===== config.mk =====
export PLATFORM = sky130hd
export DESIGN_NAME = sec_ring_counter
export DESIGN_NICKNAME = d
export VERILOG_FILES = /design/src/rtl/sring_pkg.sv /design/src/rtl/sring_count_core.sv /design/src/rtl/sring_pos_conv.sv /design/src/rtl/sring_led_decode.sv /design/src/rtl/sec_ring_counter.sv
export SDC_FILE = /design/constraint.sdc
export NUM_CORES = 1
export LEC_CHECK = 0
export ABC_AREA = 1
export BUFFER_PORTS_ARGS = -buffer_cell sky130_fd_sc_hd__buf_2
export CAP_MARGIN = 5
export CORE_AREA = 8 8 82 84
export DETAILED_ROUTE_END_ITERATION = 10
export DIE_AREA = 0 0 90 92
export PLACE_DENSITY = 0.67
export SLEW_MARGIN = 10
export SYNTH_ARGS = -nofsm -noshare
export SYNTH_HDL_FRONTEND = slang
export SYNTH_SLANG_ARGS = --single-unit
export TNS_END_PERCENT = 20

===== constraint.sdc =====
create_clock -name clk -period 4.1 [get_ports clk]
set_input_delay 0.615 -clock clk [delete_from_list [all_inputs] [get_ports clk]]
set_output_delay 0.615 -clock clk [all_outputs]
set_load 0.05 [all_outputs]

===== src/rtl/sring_pkg.sv =====
package sring_pkg;

  // Two-digit BCD value of the seconds count.
  typedef struct packed {
    logic [3:0] tens;
    logic [3:0] units;
  } bcd_pair_t;

  // Ring display style.
  typedef enum logic {
    STYLE_DOT = 1'b0,
    STYLE_BAR = 1'b1
  } ring_style_e;

  // Convert a BCD pair to a binary position.
  function automatic logic [7:0] bcd_to_bin(bcd_pair_t v);
    logic [7:0] t8;
    t8 = {4'd0, v.tens};
    return (t8 << 3) + (t8 << 1) + {4'd0, v.units};
  endfunction

endpackage


===== src/rtl/sring_count_core.sv =====
module sring_count_core
  import sring_pkg::*;
#(
  parameter int MODULUS = 60
) (
  input  logic      clk,
  input  logic      rst,
  input  logic      en,
  input  logic      dn,
  output bcd_pair_t val,
  output logic      at_top,
  output logic      at_zero
);
  localparam int TOP_TENS  = (MODULUS - 1) / 10;
  localparam int TOP_UNITS = (MODULUS - 1) % 10;
  localparam bcd_pair_t TOP_VAL  = '{tens: 4'(TOP_TENS), units: 4'(TOP_UNITS)};
  localparam bcd_pair_t ZERO_VAL = '{tens: 4'd0, units: 4'd0};

  bcd_pair_t nxt;

  assign at_top  = (val == TOP_VAL);
  assign at_zero = (val == ZERO_VAL);

  always_comb begin
    nxt = val;
    if (en) begin
      if (dn) begin
        if (at_zero)              nxt = TOP_VAL;
        else if (val.units == 4'd0) begin
          nxt.tens  = val.tens - 4'd1;
          nxt.units = 4'd9;
        end else                  nxt.units = val.units - 4'd1;
      end else begin
        if (at_top)               nxt = ZERO_VAL;
        else if (val.units == 4'd9) begin
          nxt.tens  = val.tens + 4'd1;
          nxt.units = 4'd0;
        end else                  nxt.units = val.units + 4'd1;
      end
    end
  end

  always_ff @(posedge clk) begin
    if (rst) val <= ZERO_VAL;
    else     val <= nxt;
  end
endmodule


===== src/rtl/sring_pos_conv.sv =====
module sring_pos_conv
  import sring_pkg::*;
#(
  parameter int IW = 6
) (
  input  bcd_pair_t     val,
  output logic [IW-1:0] pos
);
  logic [7:0] wide;
  assign wide = bcd_to_bin(val);
  assign pos  = wide[IW-1:0];
endmodule


===== src/rtl/sring_led_decode.sv =====
module sring_led_decode #(
  parameter int N  = 60,
  parameter int IW = 6
) (
  input  logic [IW-1:0] pos,
  input  logic          bar_style,
  input  logic          blank,
  output logic [N-1:0]  led_n
);
  for (genvar i = 0; i < N; i++) begin : g_led
    localparam logic [IW-1:0] MY_POS = IW'(i);
    logic lit;
    assign lit      = bar_style ? (MY_POS <= pos) : (MY_POS == pos);
    assign led_n[i] = blank | ~lit;
  end
endmodule


===== src/rtl/sec_ring_counter.sv =====
module sec_ring_counter
  import sring_pkg::*;
#(
  parameter int RING_LEN = 60
) (
  input  logic                clk,
  input  logic                rst,
  input  logic                cnt_en,
  input  logic                dn_sel,
  input  logic                fill_mode,
  input  logic                blank,
  output logic [RING_LEN-1:0] led_n,
  output logic [3:0]          bcd_units,
  output logic [3:0]          bcd_tens,
  output logic                tc
);
  localparam int IW = $clog2(RING_LEN);

  bcd_pair_t     cnt;
  logic          at_top, at_zero;
  logic [IW-1:0] pos;

  sring_count_core #(.MODULUS(RING_LEN)) u_core (
    .clk(clk), .rst(rst), .en(cnt_en), .dn(dn_sel),
    .val(cnt), .at_top(at_top), .at_zero(at_zero)
  );

  sring_pos_conv #(.IW(IW)) u_pos (.val(cnt), .pos(pos));

  sring_led_decode #(.N(RING_LEN), .IW(IW)) u_dec (
    .pos(pos), .bar_style(fill_mode == STYLE_BAR), .blank(blank), .led_n(led_n)
  );

  assign bcd_units = cnt.units;
  assign bcd_tens  = cnt.tens;
  assign tc        = cnt_en & (dn_sel ? at_zero : at_top);
endmodule


# Word level (Yosys, flattened, before mapping)
# Index checks and enable logic that the tools add are counted.
# totals
reg_bits,8
output_inout_bits,69
# classes
addsub,6
magnitude_cmp,60
n_eq_ne,62
mux,68
bitwise_logic,121
n_reduce_logical,5
# op_table
operator,n
== test 6 bit (first input constant),28
less-or-equal comparator 6 bit (first input constant),28
== test 5 x 6 -> 1 bit (first input constant),16
less-or-equal comparator 5 x 6 -> 1 bit (first input constant),16
two-way mux 1 bit,61
inverter 1 bit,60
OR 1 bit,60
== test 4 x 6 -> 1 bit (first input constant),8
less-or-equal comparator 4 x 6 -> 1 bit (first input constant),8
== test 3 x 6 -> 1 bit (first input constant),4
less-or-equal comparator 3 x 6 -> 1 bit (first input constant),4
two-way mux 8 bit,3
two-way mux 4 bit,4
== test 2 x 6 -> 1 bit (first input constant),2
less-or-equal comparator 1 x 6 -> 1 bit (first input constant),2
less-or-equal comparator 2 x 6 -> 1 bit (first input constant),2
adder 4 x 1 -> 4 bit (second input constant),2
== test 8 x 7 -> 1 bit (second input constant),1
logical NOT 8 bit,1
subtractor 4 x 1 -> 4 bit (second input constant),2
adder 6 x 4 -> 6 bit,1
adder 6 x 5 -> 6 bit,1
== test 1 x 6 -> 1 bit (first input constant),1
logical NOT 6 bit,1
6 further kinds,6

# Logic depth before layout (Yosys ltp)
# depth
word_depth,6
depth_mapped,13
mapped_depth_nobuf,13

# Hierarchy
# From an unflattened synthesis, not the netlist that was laid out.
# unflattened
hier_cells,416
hier_area_um2,2188.3
# by_module_without_submodules
mod,n_inst,cells_per_inst,area_each_um2,seq_area_each_um2
sring_led_decode,1,265,1247.4,0.0
sring_count_core,1,115,705.7,160.2
sring_pos_conv,1,31,214.0,0.0
sec_ring_counter,1,5,21.3,0.0

# Worst setup path after synthesis
# Ideal clock, no wire load.
# synth_timing
path_kind,reg-to-output
startpoint,"register, netlist name u_core.val[4]"
endpoint,output led_n[43]
arrival_ns,3.651
setup_slack_ns,-0.166
stages_incl_launch_ff,8
n_path_buf,0
path_cell_list,dfxtp_1 fa_1 fa_1 nand2_1 clkinv_1 nor2_2 nor2_4 o21ai_0
# synth_between
elab_chain_len,6
elab_cells_between_ends,7
# synth_rtl
item,line,text
adder 6 x 5 -> 6 bit (*),sring_pkg.sv:19,"return (t8 << 3) + (t8 << 1) + {4'd0, v.units};"
adder 6 x 4 -> 6 bit (*),sring_pkg.sv:19,
less-or-equal comparator 6 bit / == test 6 bit (equally long branches),sring_led_decode.sv:13,assign lit = bar_style ? (MY_POS <= pos) : (MY_POS == pos);
two-way mux 1 bit (*),sring_led_decode.sv:13,
inverter 1 bit (*),sring_led_decode.sv:14,assign led_n[i] = blank | ~lit;
OR 1 bit (*),sring_led_decode.sv:14,
end: declaration,sec_ring_counter.sv:12,"output logic [RING_LEN-1:0] led_n,"
# Mark *: on every way between the ends. The rest lies on a longest branch, timed or not.

# Worst setup path in the final report
# layout_timing
startpoint,"register, netlist name u_core.val[6]"
endpoint,output led_n[45]
# layout_between
elab_chain_len,6
elab_cells_between_ends,7
# layout_rtl
item,line
adder 6 x 5 -> 6 bit (*),sring_pkg.sv:19
adder 6 x 4 -> 6 bit (*),sring_pkg.sv:19
less-or-equal comparator 6 bit / == test 6 bit (equally long branches),sring_led_decode.sv:13
two-way mux 1 bit (*),sring_led_decode.sv:13
inverter 1 bit (*),sring_led_decode.sv:14
OR 1 bit (*),sring_led_decode.sv:14
# Marked as above.

==> flow_summary.toml <==
[sta]
finalWorstPathRequiredPeriod_ps = 3890
setup_slack_ps = 211
fin_tns_setup_ps = 0
timing.fmax_ghz = 0.257
setup_viol = 0
grt_setup_unrepaired = "no"
maxSlewViolCount = 0
smallest_hold_slack_ps = 558
timing.final.hold_violations = 0
post-route-period-util_pct = 94.8
slew_headroom_pct = 65.9
worst-slew-pin-transition_ps = 511
clock-skew-final_ps = 1.42

[clock_network]
cts_root_buffer = "clkbuf_8"
htree_levels = 1
worst_setup_hold_path_clk_slew_ps = 40
cts_made_buffers = 3
post-cts-setup-buffers = 0
clk_latency_ps = 230
post_cts_resized = 0
cts_max_path_buffers = 2
clock_sink_count = 8
hold_buffers = 0
tritoncts = "done"

[die]
die-area_mm2 = 0.00828
rows = 27
initial_core_util_pct = 40.9
boundaryPins = 75
fp.dieW_um = 90
core_ar_mm2 = 0.00541
die_y_um = 92

[finish]
fin_nets = 488
finish.instance_area_mm2 = 0.00265
final_util_pct = 49.0
num-fill-cells = 604
post_route_cells_drive_above_1_share_pct = 26.2
top_register = "u_core.val"
largestRegisters = "u_core.val x8"
layoutNonFillerInstCount = 541
number_of_diodes_added_for_antenna_fixing = 0
area.growth.synth_to_final_pct = 19.9
largest_register_ff_count = 8

[place]
detailedPlace.worstSlack_ps = 484
gpl.final_weighted_congestion = 0.915
postPlaceCellArea_mm2 = 0.00261
hpwl_um = 6350
dpl.cell_count = 538
port-buffer-count = 74

[setup_path]
cpPeakStageDelay_ps = 610
worstPathMaxFanout = 10
critical_path.cell_chain = "fa_1 > fa_1 > nand2_1 > clkinv_1 > nor2_2 > nor2_4 > nand2_1 > nand2_1 > nand2_1 > buf_2"
cpMaxStageDelayCell = "fa_1"
required_ps = 3480
critical_path.endpoint_type = "output port"
cp.buffers_inverters = 2
cp_data_arrival_time_ps = 3270
setup.worst_path.start_class = "flop"
critical-path-top-delay-family = "adder cells"
timing_worst_setup_path_type = "reg2out"
cp_common_cell = "nand2_1"

[yosys]
synthesized_area_per_cell_um2 = 5.46
synth-async-reset-ratio_pct = 0
ys_top_cells_by_count = "nand2_1 (134), nand3_1 (43), nor2_1 (33), inv_1 (32), o21ai_0 (25)"
synth_warnings = 0
netlist-cell-type-count = 35
synth-edff-count = 0
synthDominantAreaCellType = "nand2_1"
netlist_top_cells_area = "nand2_1 (23%), nand3_1 (9.7%), dfxtp_1 (7.2%)"
synthDominantCellAreaShare_pct = 22.8
yosys.cell_count.top_type = "nand2_1"
synthesis.area_mm2 = 0.00221
synth_fp_nets = 422
postSynthRegisterBits = 8
synth_seq_area_share_pct = 7.25
post_synth_inst_count = 405
synth_top_flop_cell = "dfxtp_1"

[run]
number_of_violations_of_the_max_capacitance_limit = 0

[route]
routedWlPerCell_um = 14.8
initialDrtViolationCount = 220
drt.antenna.violating_nets = 0
avgViaCountPerCell = 5.39
num_vias = 2917
drc = 0
finalWirelength_um = 8030
firstDrtPassIters = 6

[pwr]
vdd.ir_drop.worst_uv = 240
power_density_mw_per_mm2 = 334
power.static_leakage_nw = 1.22
power.switching_uw = 582
power_switching_share_pct = 65.7
cellInternalPower_uw = 304
combinationalPowerShare_pct = 77.6
power_frac_seq_pct = 11.4
report.power.total_uw = 885
power.share.clock_pct = 11.0

[grt]
largest_net_degree_at_the_start_of_global_routing = 60
first_pass_grt_wire_length_um = 13500
via_count_of_the_first_global_routing_pass = 2779
grt-ovfl-total = 0
grt_antenna_before_repair = 0
global_route.usage.total_pct = 18.9

[min_path]
hold_class = "in2reg"

[run_status]
status = "finished, final reports clean"
worst paths after layout:
| kind | startpoint | end | slack [ps] | cells after the start |
|---|---|---|---|---|
| min | rst | u_core.val[1] | 560 | 2 |
| min reg2reg | u_core.val[1] | u_core.val[1] | 570 | 2 |
| max reg2reg | u_core.val[0] | u_core.val[4] | 2530 | 7 |
| max | u_core.val[6] | led_n[45] | 210 | 10 |
cell families (layout without fill, tap and decap cells):
family | count (synthesis) | after routing | share of synthesized area (%)
compound gates | 64 | 64 | 16.3
xor+xnor | 3 | 3 | 1.19
fa+ha+maj | 11 | 11 | 6.91
buf+inv | 59 | 123 | 11.2
flops | 8 | 8 | 7.25
simple gates | 260 | 260 | 57.2
power by group through the flow:
stage / Combinational, mW / Sequential [mW] / Clock (mW)
after detailed placement: 0.680 / 0.102 / 0
after CTS: 0.682 / 0.101 / 0.101
after global routing: 0.739 / 0.103 / 0.106
after global placement: 0.680 / 0.102 / 0
after floorplan: 0.526 / 0.118 / 0
final: 0.687 / 0.101 / 0.0978
worst register-to-register path: stages (launching register included):
cell and delay, ps:
dfxtp_1 460, nor2_1 200, nand3_1 150, nand2_1 110, nand2_1 60, nor2_2 260, o21a_1 170, a21oi_1 50
layout make-up:
class	count	area [µm²]	area share (%)
flip-flops and latches	8	160	6.05
clock buffers	3	41.3	1.56
inverters	45	176	6.66
well taps	72	90.1	3.40
repair buffers	75	378	14.3
multi-input cells	338	1800	68.1
cell usage in the layout (no fill, tap or decap), types with 5 or more instances in the layout:
master / count
a21oi_1: 8
buf_2: 74
dfxtp_1: 8
ha_1: 9
inv_1: 32
inv_2: 9
nand2_1: 134
nand2_2: 10
nand3_1: 43
nor2_1: 33
nor2_2: 6
nor2_4: 5
nor3_1: 15
o211ai_1: 9
o21ai_0: 25
o21ai_1: 17
layer usage:
metal  GRT usage [%]  part of all wire [%]  vias up
li1                -                     -     1447
met1            23.9                    44     1311
met2            32.0                    45      150
met3            3.50                   9.4        9
met4            4.85                   1.2        0
met5               0                     0        -
Power figures use the tool's default switching activity.
